$ cat config.mk
export PLATFORM = sky130hd
export DESIGN_NAME = ahbw_mem_slave
export DESIGN_NICKNAME = d
export VERILOG_FILES = /design/src/rtl/ahbw_pkg.sv /design/src/rtl/ahbw_addr_check.sv /design/src/rtl/ahbw_regfile.sv /design/src/rtl/ahbw_ctrl.sv /design/src/rtl/ahbw_mem_slave.sv
export SDC_FILE = /design/constraint.sdc
export NUM_CORES = 1
export LEC_CHECK = 0
export ABC_CLOCK_PERIOD_IN_PS = 4000
export CAP_MARGIN = 25
export CORE_MARGIN = 3
export CORE_UTILIZATION = 60
export DETAILED_ROUTE_END_ITERATION = 12
export DONT_BUFFER_PORTS = 1
export PLACE_DENSITY_LB_ADDON = 0.1
export SLEW_MARGIN = 20
export SYNTH_ARGS = -nofsm -noshare
export SYNTH_HDL_FRONTEND = slang
export SYNTH_SLANG_ARGS = --single-unit
$ cat constraint.sdc
create_clock -name clk -period 4 [get_ports clk]
set_input_delay 0.8 -clock clk [delete_from_list [all_inputs] [get_ports clk]]
set_output_delay 0.8 -clock clk [all_outputs]
set_load 0.01 [all_outputs]
$ cat src/rtl/ahbw_pkg.sv
package ahbw_pkg;

    typedef enum logic [1:0] {
        TR_IDLE   = 2'b00,
        TR_BUSY   = 2'b01,
        TR_NONSEQ = 2'b10,
        TR_SEQ    = 2'b11
    } trans_e;

    localparam logic [1:0] RESP_OKAY  = 2'b00;
    localparam logic [1:0] RESP_ERROR = 2'b01;

    typedef enum logic [2:0] {
        ST_IDLE   = 3'd0,
        ST_WAIT   = 3'd1,
        ST_DONE   = 3'd2,
        ST_ERR_LO = 3'd3,
        ST_ERR_HI = 3'd4
    } phase_e;

endpackage

$ cat src/rtl/ahbw_addr_check.sv
module ahbw_addr_check #(
    parameter int ADDR_W = 32,
    parameter int DATA_W = 32,
    parameter int DEPTH  = 16
) (
    input  logic [ADDR_W-1:0]             addr_i,
    input  logic [2:0]                    size_i,
    output logic                          bad_o,
    output logic [DATA_W/8-1:0]           lane_en_o,
    output logic [$clog2(DEPTH)-1:0]      word_idx_o
);
    localparam int LANES = DATA_W / 8;
    localparam int OFF_W = $clog2(LANES);
    localparam int IDX_W = $clog2(DEPTH);
    localparam int HI_W  = ADDR_W - OFF_W;
    localparam logic [HI_W-1:0] DEPTH_V  = HI_W'(DEPTH);
    localparam logic [2:0]      MAX_SIZE = 3'(OFF_W);

    logic [HI_W-1:0] word_addr;
    logic            size_ok;
    logic            aligned;
    logic            in_range;
    int              nbytes;
    int              offset;

    always_comb begin
        word_addr = addr_i[ADDR_W-1:OFF_W];
        nbytes    = 1 << size_i;
        offset    = int'(addr_i[OFF_W-1:0]);
        size_ok   = (size_i <= MAX_SIZE);
        aligned   = ((offset & (nbytes - 1)) == 0);
        in_range  = (word_addr < DEPTH_V);
        bad_o     = !(size_ok && aligned && in_range);
    end

    assign word_idx_o = addr_i[OFF_W +: IDX_W];

    for (genvar l = 0; l < LANES; l++) begin : g_lane_en
        assign lane_en_o[l] = size_ok && (l >= offset) && (l < offset + nbytes);
    end

endmodule

$ cat src/rtl/ahbw_regfile.sv
module ahbw_regfile #(
    parameter int DATA_W = 32,
    parameter int DEPTH  = 16
) (
    input  logic                     clk,
    input  logic                     rst_n,
    input  logic                     we_i,
    input  logic [DATA_W/8-1:0]      lane_en_i,
    input  logic [$clog2(DEPTH)-1:0] idx_i,
    input  logic [DATA_W-1:0]        wdata_i,
    output logic [DATA_W-1:0]        rdata_o
);
    localparam int LANES = DATA_W / 8;

    for (genvar l = 0; l < LANES; l++) begin : g_lane
        logic [7:0] lane_mem [DEPTH];

        always_ff @(posedge clk or negedge rst_n) begin
            if (!rst_n) begin
                for (int w = 0; w < DEPTH; w++) begin
                    lane_mem[w] <= '0;
                end
            end else if (we_i && lane_en_i[l]) begin
                lane_mem[idx_i] <= wdata_i[8*l +: 8];
            end
        end

        assign rdata_o[8*l +: 8] = (int'(idx_i) < DEPTH) ? lane_mem[idx_i] : 8'h00;
    end

endmodule

$ cat src/rtl/ahbw_ctrl.sv
module ahbw_ctrl
    import ahbw_pkg::*;
#(
    parameter int WAIT_CYCLES = 2
) (
    input  logic       clk,
    input  logic       rst_n,
    input  logic       accept_i,
    input  logic       bad_i,
    output logic       take_o,
    output logic       done_o,
    output logic       ready_o,
    output logic [1:0] resp_o
);
    localparam int CNT_W = (WAIT_CYCLES < 2) ? 1 : $clog2(WAIT_CYCLES + 1);
    localparam logic [CNT_W-1:0] LOAD_V = CNT_W'((WAIT_CYCLES > 0) ? WAIT_CYCLES - 1 : 0);

    phase_e           state, state_nx;
    logic [CNT_W-1:0] cnt, cnt_nx;
    logic             ready_state;

    assign ready_state = (state == ST_IDLE) || (state == ST_DONE) || (state == ST_ERR_HI);
    assign take_o      = ready_state && accept_i;

    // next-state and counter logic
    always_comb begin
        state_nx = state;
        cnt_nx   = cnt;
        unique case (state)
            ST_IDLE, ST_DONE, ST_ERR_HI: begin
                if (accept_i) begin
                    if (bad_i) begin
                        state_nx = ST_ERR_LO;
                    end else if (WAIT_CYCLES == 0) begin
                        state_nx = ST_DONE;
                    end else begin
                        state_nx = ST_WAIT;
                        cnt_nx   = LOAD_V;
                    end
                end else begin
                    state_nx = ST_IDLE;
                end
            end
            ST_WAIT: begin
                if (cnt == '0) begin
                    state_nx = ST_DONE;
                end else begin
                    cnt_nx = cnt - 1'b1;
                end
            end
            ST_ERR_LO: state_nx = ST_ERR_HI;
            default:   state_nx = ST_IDLE;
        endcase
    end

    // state register
    always_ff @(posedge clk or negedge rst_n) begin
        if (!rst_n) begin
            state <= ST_IDLE;
            cnt   <= '0;
        end else begin
            state <= state_nx;
            cnt   <= cnt_nx;
        end
    end

    // outputs
    always_comb begin
        ready_o = 1'b1;
        resp_o  = RESP_OKAY;
        done_o  = 1'b0;
        unique case (state)
            ST_IDLE:   ;
            ST_WAIT:   ready_o = 1'b0;
            ST_DONE:   done_o  = 1'b1;
            ST_ERR_LO: begin
                ready_o = 1'b0;
                resp_o  = RESP_ERROR;
            end
            ST_ERR_HI: resp_o = RESP_ERROR;
            default:   ;
        endcase
    end

endmodule

$ cat src/rtl/ahbw_mem_slave.sv
module ahbw_mem_slave
    import ahbw_pkg::*;
#(
    parameter int ADDR_W      = 32,
    parameter int DATA_W      = 32,
    parameter int DEPTH       = 16,
    parameter int WAIT_CYCLES = 2
) (
    input  logic              clk,
    input  logic              rst_n,
    input  logic              sel_i,
    input  logic [ADDR_W-1:0] addr_i,
    input  logic [1:0]        trans_i,
    input  logic              write_i,
    input  logic [2:0]        size_i,
    input  logic [DATA_W-1:0] wdata_i,
    input  logic              ready_in_i,
    output logic              ready_o,
    output logic [1:0]        resp_o,
    output logic [DATA_W-1:0] rdata_o
);
    localparam int LANES = DATA_W / 8;
    localparam int IDX_W = $clog2(DEPTH);

    logic             accept, take, done, bad;
    logic [LANES-1:0] lane_en;
    logic [IDX_W-1:0] word_idx;
    logic             cap_write;
    logic [LANES-1:0] cap_lanes;
    logic [IDX_W-1:0] cap_idx;
    logic [DATA_W-1:0] mem_rdata;

    assign accept = sel_i && ready_in_i &&
                    ((trans_i == TR_NONSEQ) || (trans_i == TR_SEQ));

    ahbw_addr_check #(
        .ADDR_W(ADDR_W), .DATA_W(DATA_W), .DEPTH(DEPTH)
    ) u_check (
        .addr_i     (addr_i),
        .size_i     (size_i),
        .bad_o      (bad),
        .lane_en_o  (lane_en),
        .word_idx_o (word_idx)
    );

    ahbw_ctrl #(
        .WAIT_CYCLES(WAIT_CYCLES)
    ) u_ctrl (
        .clk      (clk),
        .rst_n    (rst_n),
        .accept_i (accept),
        .bad_i    (bad),
        .take_o   (take),
        .done_o   (done),
        .ready_o  (ready_o),
        .resp_o   (resp_o)
    );

    // address-phase capture
    always_ff @(posedge clk or negedge rst_n) begin
        if (!rst_n) begin
            cap_write <= 1'b0;
            cap_lanes <= '0;
            cap_idx   <= '0;
        end else if (take) begin
            cap_write <= write_i;
            cap_lanes <= lane_en;
            cap_idx   <= word_idx;
        end
    end

    ahbw_regfile #(
        .DATA_W(DATA_W), .DEPTH(DEPTH)
    ) u_mem (
        .clk       (clk),
        .rst_n     (rst_n),
        .we_i      (done && cap_write),
        .lane_en_i (cap_lanes),
        .idx_i     (cap_idx),
        .wdata_i   (wdata_i),
        .rdata_o   (mem_rdata)
    );

    assign rdata_o = (done && !cap_write) ? mem_rdata : '0;

endmodule

== Word level (Yosys, flattened, before mapping) ==
Index checks and enable logic that the tools add are counted.

* Output and inout bits: 35
* Bits in read-only memories: 0
* Memories: 0
* Input port bits: 74
* Latch bits: 0
* Word-level logic and storage cells: 159
* Flip-flop bits (word level): 526
* Memory bits (writable): 0

* Multiplexer cells: 30
* $add $sub $neg: 3
* Divide/modulo/power cells: 0
* Multiply operators: 0
* Eq/ne operators: 10
* Shifts and indexed selects: 1
* $lt $le $gt $ge: 12
* Bitwise operators: 2
* Reductions and logical operators: 32

{| class="wikitable"
|+ Operators by type and width
! cell !! number
|-
| 128-bit bitwise mux || 4
|-
| 8-bit binary-select mux with 4-bit select || 4
|-
| 8-bit 2-to-1 mux || 9
|-
| 3-bit by 32-bit less-than comparator with 1-bit output, first input constant || 2
|-
| 3-bit by 32-bit adder with 32-bit output || 1
|-
| 3-bit by 32-bit AND with 32-bit output || 1
|-
| 8-bit demux with 4-bit select || 1
|-
| 32-bit logical NOT || 1
|-
| 1-bit by 32-bit less-than comparator with 1-bit output, first input constant || 1
|-
| 2-bit by 32-bit less-than comparator with 1-bit output, first input constant || 1
|-
| 32-bit 2-to-1 mux || 1
|-
| 1-bit by 3-bit << shifter with 32-bit output, first input constant || 1
|-
| 32-bit by 2-bit subtractor with 32-bit output, second input constant || 1
|-
| 30-bit by 5-bit less-than comparator with 1-bit output, second input constant || 1
|-
| 1-bit logical AND || 20
|-
| 2-bit 2-to-1 mux || 5
|-
| 3-bit one-hot mux with 3 select lines || 1
|-
| 3-bit by 2-bit == test with 1-bit output, second input constant || 2
|-
| 5-bit >= comparator, second input constant || 1
|-
| 5-bit by 1-bit less-than comparator with 1-bit output, second input constant || 1
|-
| 4-bit inverter with 5-bit output || 1
|-
| 2-bit == test, second input constant || 2
|-
| 1-bit by 2-bit >= comparator with 1-bit output, first input constant || 2
|-
| 2-bit >= comparator, first input constant || 2
|-
| other kinds (17) || 24
|}

== Longest topological paths before layout ==
Gate-level depths: netlist of run 1.

* Depth after elaboration: 9
* Gate-level depth with buffers: 8
* Gate-level depth less buffers: 7

== Cells and area by module ==
A second synthesis of run 1 with hierarchy kept.

* Cell total of the unflattened synthesis: 1,559
* Area total of the unflattened synthesis: 25,087.8 µm²

{| class="wikitable"
|+ Modules (own cells, without submodules)
! module !! cells an instance !! sequential area each (µm²) !! instances !! area each (µm²)
|-
| ahbw_regfile || 1,432 || 12,812.3 || 1 || 23,859.1
|-
| ahbw_mem_slave || 59 || 225.2 || 1 || 664.4
|-
| ahbw_addr_check || 40 || 0.0 || 1 || 289.0
|-
| ahbw_ctrl || 28 || 125.1 || 1 || 275.3
|}

== Worst setup path before layout of run 1 ==
OpenSTA, ideal clock, no wires.

* Path kind: reg-to-output
* From: register cap_idx[0]
* To: output rdata_o[10]
* Setup slack: 1.539 ns
* Buffers on the path: 3
* Stages on the path, launching flop included: 7
* Required time: 3.200 ns
* Data arrival time: 1.661 ns
* Cell sequence: dfrtp_1 buf_4 buf_6 buf_2 mux4_2 mux2i_1 o22ai_1

* Word-level cells in the longest chain between the ends: 5

{| class="wikitable"
|+ Ends and longest elaborated chain
! what !! RTL line !! text
|-
| start: declaration || ahbw_mem_slave.sv:30 || <nowiki>logic [IDX_W-1:0] cap_idx;</nowiki>
|-
| start signal: assignment || ahbw_mem_slave.sv:68 || <nowiki>cap_idx <= word_idx;</nowiki>
|-
| 4-bit inverter with 5-bit output (not written as such) || ahbw_regfile.sv:28 || <nowiki>assign rdata_o[8*l +: 8] = (int'(idx_i) < DEPTH) ? lane_mem[idx_i] : 8'h00;</nowiki>
|-
| 8-bit binary-select mux with 4-bit select || ahbw_regfile.sv:28 ||
|-
| 8-bit 2-to-1 mux (not written as such) (2 in a row) || ahbw_regfile.sv:28 ||
|-
| 32-bit 2-to-1 mux || ahbw_mem_slave.sv:84 || <nowiki>assign rdata_o = (done && !cap_write) ? mem_rdata : '0;</nowiki>
|-
| end: declaration || ahbw_mem_slave.sv:20 || <nowiki>output logic [DATA_W-1:0] rdata_o</nowiki>
|}

No other way between the ends. The select of a mux whose other input is x is not followed.

== Final worst setup path of run 1 ==
* From: register u_ctrl.state[0]
* To: output rdata_o[20]

* Word-level cells in the longest chain between the ends: 4

{| class="wikitable"
|+ Ends and longest elaborated chain
! what !! RTL line !! text
|-
| start: declaration || ahbw_ctrl.sv:18 || <nowiki>phase_e state, state_nx;</nowiki>
|-
| start signal: assignment || ahbw_ctrl.sv:62 || <nowiki>state <= state_nx;</nowiki>
|-
| 3-bit by 2-bit == test with 1-bit output || ahbw_ctrl.sv:72 || <nowiki>unique case (state)</nowiki>
|-
| 1-bit 2-to-1 mux || ahbw_ctrl.sv:72 ||
|-
| 1-bit logical AND || ahbw_mem_slave.sv:84 ||
|-
| 32-bit 2-to-1 mux || ahbw_mem_slave.sv:84 ||
|}

No other way between the ends.

==> qor.yml, run 1 <==
sta:
  finalSetupViolations: 0
  hold_violations: 99
  fin_skew_ns: 0.0106
  max_slew.worst_pin.slew_ns: 1.74
  holdWs_ns: -0.0909
  post-route-period-util: 0.911
  fin_setup_tns_ns: 0
  period_needed_ns: 3.64
  fmax_mhz: 274
  finalMaxSlewViolations: 148
  finalWorstSetupSlack_ns: 0.357
  maxSlewHeadroom: -0.157
  rsz0062_at_grt: "false"
setup_path:
  startpoint_type: "flop"
  endpoint_kind: "output pin"
  cp.arrival_ns: 2.84
  critPathKind: "reg -> out"
  cp.required_ns: 3.20
  rr_worst_depth: 5
  crit_fanout: 32
clock_network:
  cts.clk_slew.worst_paths_ns: 0.06
  cts_resized: 0
  cts_made_buffers: 54
  cts_setup_buffers: 0
  clock_sinks: 526
  clock_latency_ns: 0.58
  tritoncts: "yes"
  clockBufferDepth: 3
  clock-root-buffer: "clkbuf_16"
  h-tree-depth: 2
synth:
  yosys.area_share.simple: 0.0356
  ys_ff_latch: 526
  ys_top_cells_by_area: "dfrtp_1 (54%), mux2_2 (23%), mux4_2 (12%), mux2i_1 (2.6%), mux2_1 (1.3%)"
  synth_xor_area_frac: 0
  synth.most_common_cell: "dfrtp_1"
  synth_cells: 1511
  synth_top_family_by_area: "multiplexers"
  synth_area_um2: 24200
  synth_compound_area_frac: 0.0122
  avgSynthCellArea_um2: 16.0
  synthArstFlopShare: 1.00
  synth_edf_count: 0
  synth_flop_cell: "dfrtp_1"
  yosys.area.top_type: "dfrtp_1"
  synth_common_cells: "dfrtp_1 (526), mux2_2 (488), mux4_2 (128), mux2i_1 (64), nand2_2 (50)"
  synth_fa_ha_area_frac: 0.00289
  yosysWarnings: 0
  ys_types: 45
  seq_area_frac_synth: 0.544
  synthMuxAreaShare: 0.386
  synthesis.nets: 1590
  yosysTopAreaCellShare: 0.544
die:
  start_util: 0.617
  coreArea_um2: 39300
  row_count: 72
  dieArea_um2: 42800
  die_h_um: 207
  die_w_um: 207
  ioPinCount: 109
layout:
  multiInputGateArea_um2: 10600
  n_antenna_cell: 0
  nets: 1568
  drive_gt1_frac: 0.519
  fill_cells: 2761
  seqCellArea_um2: 13200
  syn2layout_area_growth_pct: 9.52
detailed_routing:
  drt_wl_total_mm: 50.8
  vias: 12900
  drc: 0
  ant_nets: 0
  viasPerCell: 6.31
  drt_first_iter_violations: 660
  wire_per_inst_um: 24.8
  firstDrtPassIters: 4
power:
  power.leakage_uw: 0.0110
  ir_drop_mv: 0.354
  swShare: 0.273
  combPwrFrac: 0.229
  p_clk_frac: 0.361
  seqPwrFrac: 0.410
  switchingPower_uw: 4110
  p_int_uw: 11000
  powerDensity_nw_per_um2: 568
global_route:
  overflow: 0
  grt_max_degree: 527
  grt_pass1_wl_mm: 80.8
  antenna_found_initial: 0
  grtUsageTotal: 0.247
  grt_pass1_vias: 14000
place:
  place_congestion: 0.780
  dp_hpwl_mm: 30.8
  portBuffers: 0
  pre_cts_ws_ns: 0.891
run_status:
  outcome: "complete, but fails checks"
  failed_checks: "hold timing, slew limit"
flow_run:
  maxCapViolations: 0
min_path:
  hold_path.class: "in -> async"
==> power groups by stage <==
| stage | clock (µW) | sequential [µW] | combinational (µW) |
|---|---|---|---|
| after floorplan | 0 | 5840 | 3130 |
| after global placement | 0 | 6260 | 3420 |
| after detailed placement | 0 | 6290 | 3480 |
| after CTS | 5540 | 6190 | 3490 |
| after global routing | 5750 | 6240 | 3690 |
| final | 5440 | 6180 | 3440 |
==> layer usage <==
metal	vias to the layer above	track usage	share of wire	wire length, µm
met2	230	0.417	0.50	25400
li1	5664	-	-	-
met1	6963	0.340	0.43	22000
met4	0	0.0657	0.021	1050
met3	71	0.0409	0.048	2440
met5	-	0	0	0
==> worst max-delay path: stages, from the launching register on <==
cell and delay (ns):
dfrtp_1 0.44, or3b_1 0.41, or3_2 0.85, o22ai_1 0.53
==> placed cells by master (no fill, tap or decap), types with 2 or more instances in the layout <==
cell type / count
clkbuf_16: 57
dfrtp_1: 523
nand2_4: 6
dfrtp_4: 3
nor3_4: 4
ha_1: 4
mux2_2: 488
a21o_1: 3
buf_12: 6
o21ai_0: 4
nor3_1: 3
nor3b_1: 2
nor4_1: 8
nor2_1: 10
bufinv_16: 10
buf_4: 5
clkbuf_1: 8
nand4_1: 2
clkbuf_8: 8
inv_1: 4
mux2_1: 29
mux4_2: 128
clkinv_2: 14
nor2_2: 6
mux2i_1: 64
and2_1: 4
o31ai_1: 2
o22ai_1: 32
nand2b_1: 4
nand2_1: 19
nand2_2: 51
nor3_2: 2
==> worst paths after layout <==
kind,start,end,slack [ns]
hold / removal,rst_n,u_mem.g_lane[0].lane_mem[90]$_DFFE_PN0P_,-0.09
setup / recovery,u_ctrl.state[0]$_DFFE_PN0P_,rdata_o[20],0.36
max in group asynchronous,rst_n,u_mem.g_lane[1].lane_mem[10]$_DFFE_PN0P_,2.70
min in group clk,addr_i[0],cap_lanes[0]$_DFFE_PN0P_,0.31
hold reg to reg,cap_lanes[3]$_DFFE_PN0P_,cap_lanes[3]$_DFFE_PN0P_,0.47
setup reg to reg,cap_idx[1]$_DFFE_PN0P_,u_mem.g_lane[0].lane_mem[45]$_DFFE_PN0P_,0.85
==> cells by family after synthesis <==
family / Yosys count
mux: 709
fa+ha+maj: 5
compound gates: 46
buf+inv: 93
flops: 526
other cells: 1
simple gates: 131
==> registers in the layout, indices dropped and copies added (netlist names) <==
register,count
cap_write,1
cap_idx,4
u_mem.g_lane.lane_mem,512
u_ctrl.state,3
u_ctrl.cnt,2
cap_lanes,4
==> final cells by class <==
class,instances,share of cell area
Sequential cell,526,0.497
Multi-Input combinational cell,892,0.399
Clock buffer,73,0.0591
Tap cell,518,0.0244
Clock inverter,25,0.0142
Timing Repair Buffer,11,0.00594
Inverter,4,0.000566
==> metrics by stage <==
step	cell area (µm²)	util	power, µW	instances	hold WS [ns]
global route	26500	0.675	15700	2049	-0.116
CTS	26500	0.675	15200	2049	-0.105
floorplan	24200	-	8970	1511	0.440
finish	26500	0.675	15100	2049	-0.0909
global placement	24600	0.626	9680	1951	0.467
detailed placement	24600	0.626	9760	1951	0.458
(Power assumes the default switching activity.)
==> run 2: changes to the inputs <==
ABC_CLOCK_PERIOD_IN_PS = 4150   (was 4000)
clock period = 4.15 ns   (was 4 ns; I/O delays follow)
==> run 2 against run 1 <==
  * The run ends with hold timing left
  * Clock skew grew 0.0032 ns
  * Count of clock-buffer cells in the layout rose by 1
  * Die area stayed put
  * Clock power is 4.2% lower
  * First-iteration DRC count down 7.0%
  * Flip-flop and latch count did not move
  * Via count up 0.46%
==> qor.yml, run 2 (synthesis gave the netlist of run 1 again) <==
run_status:
  outcome: "complete, but fails checks"  # unchanged
  failed_checks: "hold timing"  # was hold timing, slew limit
sta:
  rsz0062_at_grt: "false"  # unchanged
  maxSlewHeadroom: 0.297  # was -0.157
  fin_skew_ns: 0.0138  # was 0.0106 ns
  fin_setup_tns_ns: 0  # unchanged
  fmax_mhz: 259
  holdWs_ns: -0.0158  # was -0.0909 ns
  post-route-period-util: 0.931
  finalMaxSlewViolations: 0  # was 148
  finalSetupViolations: 0  # unchanged
  period_needed_ns: 3.86
  hold_violations: 14  # was 99
  max_slew.worst_pin.slew_ns: 1.06  # was 1.74 ns
setup_path:
  worstSetupStartpoint: "cap_idx[0]$_DFFE_PN0P_"  # was u_ctrl.state[0]$_DFFE_PN0P_
  reg2reg_setup_slack_ns: 0.97  # was 0.85 ns
  path_depth: 4  # was 3
  cp.required_ns: 3.32  # was 3.20 ns
  cp_top_family: "flip-flops"  # was simple AND/OR/NAND/NOR gates
  crit_fanout: 39  # was 32
  cpPeakStageDelay_ns: 0.96  # was 0.85 ns
  r2r_end: "u_mem.g_lane[0].lane_mem[42]$_DFFE_PN0P_"  # was u_mem.g_lane[0].lane_mem[45]$_DFFE_PN0P_
  rr_worst_depth: 6  # was 5
  critPathKind: "reg -> out"  # unchanged
  endpoint_kind: "output pin"  # unchanged
  cp.arrival_ns: 3.03  # was 2.84 ns
  cp_slowest_cell: "dfrtp_4"  # was or3_2
  r2r-start: "cap_idx[0]$_DFFE_PN0P_"  # was cap_idx[1]$_DFFE_PN0P_
  cp_num_buf_inv: 1  # was 0
  startpoint_type: "flop"  # unchanged
  path_cells: "buf_4 > mux4_2 > mux2i_1 > o22ai_1"  # was or3b_1 > or3_2 > o22ai_1
min_path:
  hold_path.class: "in -> async"  # unchanged
die:
  die_w_um: 207  # unchanged
  row_count: 72  # unchanged
  start_util: 0.617  # unchanged
  coreArea_um2: 39300  # unchanged
  dieArea_um2: 42800  # unchanged
  ioPinCount: 109  # unchanged
  die_h_um: 207  # unchanged
clock_network:
  cts_resized: 0  # unchanged
  h-tree-depth: 2  # unchanged
  clock_latency_ns: 0.59  # was 0.58 ns
  tritoncts: "yes"  # unchanged
  cts.clk_slew.worst_paths_ns: 0.06  # about the same
  clockBufferDepth: 3  # unchanged
  clock_sinks: 526  # unchanged
  cts_setup_buffers: 0  # unchanged
  cts_made_buffers: 53  # was 54
  clock-root-buffer: "clkbuf_16"  # unchanged
power:
  p_int_uw: 10500  # was 11000 µW
  switchingPower_uw: 4020  # was 4110 µW
  power.leakage_uw: 0.0111  # was 0.0110 µW
  ir_drop_mv: 0.422  # was 0.354 mV
  swShare: 0.276  # was 0.273
  p_clk_frac: 0.357  # was 0.361
  powerDensity_nw_per_um2: 545  # was 568 nW/µm²
  seqPwrFrac: 0.411  # was 0.410
  combPwrFrac: 0.231  # was 0.229
detailed_routing:
  vias: 13000  # was 12900
  drc: 0  # unchanged
  wire_per_inst_um: 25.0  # was 24.8 µm
  viasPerCell: 6.28  # was 6.31
  drt_wl_total_mm: 51.7  # was 50.8 mm
  drt_first_iter_violations: 614  # was 660
  firstDrtPassIters: 4  # unchanged
  ant_nets: 0  # unchanged
global_route:
  grtUsageTotal: 0.245  # was 0.247
  grt_pass1_vias: 14000  # about the same
  grt_pass1_wl_mm: 80.3  # was 80.8 mm
  antenna_found_initial: 0  # unchanged
  grt_max_degree: 527  # unchanged
  overflow: 0  # unchanged
layout:
  reg_top3: "u_mem.g_lane.lane_mem x512, cap_idx x4, cap_lanes x4"  # unchanged
  largest_reg_flops: 512  # unchanged
  syn2layout_area_growth_pct: 10.4  # was 9.52%
  n_antenna_cell: 0  # unchanged
  drive_gt1_frac: 0.524  # was 0.519
  mostFrequentLayoutCells: "dfrtp_1 (523), mux2_2 (488), mux4_2 (128)"  # unchanged
  fill_cells: 2746  # was 2761
  top_register: "u_mem.g_lane.lane_mem"  # unchanged
  finalNonFillerCells: 2068  # was 2049
  final_common_cell: "dfrtp_1"  # unchanged
  nets: 1585  # was 1568
place:
  dp_hpwl_mm: 31.1  # was 30.8 mm
  dp_cells: 1959  # was 1951
  portBuffers: 0  # unchanged
  place_congestion: 0.800  # was 0.780
flow_run:
  maxCapViolations: 0  # unchanged
run 2: cell types whose count changed in the layout (fill, tap and decap cells not counted), moves of 2 or more:
cell       delta
buf_12        +3
buf_4        +11
clkbuf_16     -2
buf_16        +3
clkbuf_8      +2
run 2: how the worst max path moves through the flow:
stage                  end
3_3_place_gp   rdata_o[20]
6_report       rdata_o[20]
3_5_place_dp   rdata_o[20]
2_1_floorplan  rdata_o[10]
4_1_cts        rdata_o[20]
5_1_grt        rdata_o[20]
run 2: routing by layer:
metal | global-route usage | vias to the layer above | part of all wire
met5 | 0 | - | 0
met4 | 0.0616 | 0 | 0.023
met3 | 0.0459 | 87 | 0.051
met2 | 0.406 | 228 | 0.49
met1 | 0.339 | 6962 | 0.44
li1 | - | 5711 | -
run 2: layout make-up:
class / instances / area (µm²) / share of cell area
repair buffers: 29 / 393 / 0.0147
inverters: 4 / 15.0 / 0.000562
multi-input cells: 892 / 10600 / 0.396
clock buffers: 74 / 1550 / 0.0579
clock inverters: 25 / 379 / 0.0142
flip-flops and latches: 526 / 13200 / 0.493
well taps: 518 / 648 / 0.0242
run 2: worst reg2reg max path: stages (launching register included):
cell      delay, ns
dfrtp_4        0.77
buf_12         0.33
buf_4          0.20
nand2b_1       0.21
nor2_1         0.51
nand2_1        0.56
mux2_2         0.46
run 2: power groups by stage:
stage                     sequential, µW  clock (µW)  combinational [µW]
after floorplan                     5630           0                3020
after global placement              6070           0                3260
after detailed placement            6090           0                3290
after CTS                           6000        5320                3300
after global routing                6060        5530                3620
final                               5990        5210                3370
run 2: stage by stage:
stage / total power (µW) / setup slack (ns) / utilization / area [µm²]
4_1_cts: 14600 / 0.233 / 0.675 / 26500
3_5_place_dp: 9380 / 0.891 / 0.626 / 24600
3_3_place_gp: 9330 / 0.918 / 0.626 / 24600
2_1_floorplan: 8640 / 1.66 / - / 24200
5_1_grt: 15200 / 0.120 / 0.681 / 26700
6_report: 14600 / 0.287 / 0.681 / 26700
==> run 3: changes to the inputs <==
RECOVER_POWER = 50   (was default)
==> run 3 against run 2 <==
  * The flow finishes with violations (hold timing, capacitance limit, slew limit)
  * Register-to-register slack improved by 0.04 ns
  * Clock skew hardly changed
  * Via count shrank 0.22%
  * Setup slack improved by 0.032 ns
  * Flip-flop and latch count stayed put
  * Combinational power barely moved
  * Cell area down 0.64%
  * Clock power barely moved
  * Sequential power about the same
  * Critical endpoint unchanged
==> qor.yml, run 3 (synthesis gave the netlist of run 1 again) <==
sta:
  rsz0062_at_grt: "false"  # unchanged
  fmax_mhz: 261  # was 259 MHz
  max_slew.worst_pin.slew_ns: 3.24  # was 1.06 ns
  period_needed_ns: 3.83  # was 3.86 ns
  finalSetupViolations: 0  # unchanged
  fin_setup_tns_ns: 0  # unchanged
  finalMaxSlewViolations: 267  # was 0
  fin_skew_ns: 0.0141  # was 0.0138 ns
  post-route-period-util: 0.923  # was 0.931
  finalWorstSetupSlack_ns: 0.319  # was 0.287 ns
  maxSlewHeadroom: -1.16  # was 0.297
  hold_violations: 5  # was 14
  holdWs_ns: -0.00442  # was -0.0158 ns
layout:
  n_antenna_cell: 0  # unchanged
  drive_gt1_frac: 0.518  # was 0.524
  reg_top3: "u_mem.g_lane.lane_mem x512, cap_idx x4, cap_lanes x4"  # unchanged
  final_common_cell: "dfrtp_1"  # unchanged
  fill_cells: 2774  # was 2746
  mostFrequentLayoutCells: "dfrtp_1 (523), mux2_2 (488), mux4_2 (128)"  # unchanged
  top_register: "u_mem.g_lane.lane_mem"  # unchanged
  syn2layout_area_growth_pct: 9.71  # was 10.4%
  nets: 1585  # unchanged
  largest_reg_flops: 512  # unchanged
setup_path:
  critPathKind: "reg -> out"  # unchanged
  cp_slowest_cell: "dfrtp_4"  # unchanged
  cp.required_ns: 3.32  # about the same
  cpPeakStageDelay_ns: 0.96  # about the same
  path_cells: "buf_4 > mux4_2 > mux2i_1 > o22ai_1"  # unchanged
  cp_num_buf_inv: 1  # unchanged
  cp_top_family: "flip-flops"  # unchanged
  cp.arrival_ns: 3.00  # was 3.03 ns
  crit_fanout: 39  # unchanged
  endpoint_kind: "output pin"  # unchanged
  startpoint_type: "flop"  # unchanged
detailed_routing:
  drt_first_iter_violations: 597  # was 614
  vias: 13000  # about the same
  drc: 0  # unchanged
  ant_nets: 0  # unchanged
  viasPerCell: 6.27  # was 6.28
  firstDrtPassIters: 4  # unchanged
  wire_per_inst_um: 25.1  # was 25.0 µm
  drt_wl_total_mm: 51.8  # was 51.7 mm
global_route:
  grtUsageMet3: 0.0459  # unchanged
  grtUsageTotal: 0.245  # unchanged
  antenna_found_initial: 0  # unchanged
  grt.met1_usage: 0.339  # unchanged
  grt.met2_usage: 0.406  # unchanged
  overflow: 0  # unchanged
  top_usage_layer: "met2"  # unchanged
  grt_pass1_vias: 14000  # unchanged
  grt_pass1_wl_mm: 80.3  # unchanged
  grt_max_degree: 527  # unchanged
die:
  ioPinCount: 109  # unchanged
  coreArea_um2: 39300  # unchanged
  die_w_um: 207  # unchanged
  row_count: 72  # unchanged
  dieArea_um2: 42800  # unchanged
  die_h_um: 207  # unchanged
  start_util: 0.617  # unchanged
flow_run:
  maxCapViolations: 4  # was 0
place:
  place_congestion: 0.800  # unchanged
  dp_hpwl_mm: 31.1  # unchanged
  portBuffers: 0  # unchanged
  pre_cts_ws_ns: 0.891  # unchanged
clock_network:
  clock_sinks: 526  # unchanged
  cts_setup_buffers: 0  # unchanged
  cts_made_buffers: 53  # unchanged
  clock_latency_ns: 0.59  # about the same
  cts_resized: 0  # unchanged
  clockBufferDepth: 3  # unchanged
  h-tree-depth: 2  # unchanged
  cts.clk_slew.worst_paths_ns: 0.06  # about the same
  clock-root-buffer: "clkbuf_16"  # unchanged
  tritoncts: "yes"  # unchanged
run_status:
  failed_checks: "hold timing, capacitance limit, slew limit"  # was hold timing
  outcome: "complete, but fails checks"  # unchanged
power:
  powerDensity_nw_per_um2: 547  # was 545 nW/µm²
  power.leakage_uw: 0.0110  # was 0.0111 µW
  ir_drop_mv: 0.423  # was 0.422 mV
min_path:
  hold_path.class: "in -> async"  # unchanged
-- run 3: cell type report --
cell class / instances / area, µm² / share of cell area
Inverter: 4 / 15.0 / 0.000565
Multi-Input combinational cell: 892 / 10600 / 0.398
Clock buffer: 74 / 1550 / 0.0583
Clock inverter: 25 / 379 / 0.0143
Sequential cell: 526 / 13200 / 0.496
Timing Repair Buffer: 29 / 234 / 0.00881
Tap cell: 518 / 648 / 0.0244
-- run 3: worst paths after layout --
kind | from | end | slack [ns] | depth (start not counted)
worst min register to register | u_mem.g_lane[1].lane_mem[106]$_DFFE_PN0P_ | u_mem.g_lane[1].lane_mem[106]$_DFFE_PN0P_ | 0.49 | 1
worst max register to register | cap_idx[0]$_DFFE_PN0P_ | u_mem.g_lane[0].lane_mem[42]$_DFFE_PN0P_ | 1.01 | 6
worst max-delay path | cap_idx[0]$_DFFE_PN0P_ | rdata_o[20] | 0.32 | 4
max in group asynchronous | rst_n | u_mem.g_lane[2].lane_mem[101]$_DFFE_PN0P_ | 0.82 | 1
worst min-delay path | rst_n | u_mem.g_lane[3].lane_mem[0]$_DFFE_PN0P_ | -0.004 | 0
min in group clk | addr_i[0] | cap_lanes[0]$_DFFE_PN0P_ | 0.33 | 1
-- run 3: through the flow --
stage	hold slack (ns)	instances	utilization	total power (µW)	cell area, µm²
after global routing	-0.0548	2068	0.676	15200	26600
after CTS	-0.0862	2058	0.675	14600	26500
final	-0.00442	2068	0.676	14500	26600
after detailed placement	0.473	1959	0.626	9380	24600
after floorplan	0.440	1511	-	8640	24200
after global placement	0.467	1959	0.626	9330	24600
-- run 3: report_power, final --
group | switching [µW] | internal, µW | total (µW)
clock network | 1990 | 3220 | 5210
logic | 1470 | 1870 | 3340
registers | 555 | 5440 | 5990
total | 4010 | 10500 | 14500
-- run 3: per-layer routing --
| metal | vias up | routed length (µm) |
|---|---|---|
| met1 | 6952 | 22900 |
| li1 | 5717 | - |
| met5 | - | 0 |
| met3 | 82 | 2480 |
| met4 | 0 | 1110 |
| met2 | 209 | 25300 |
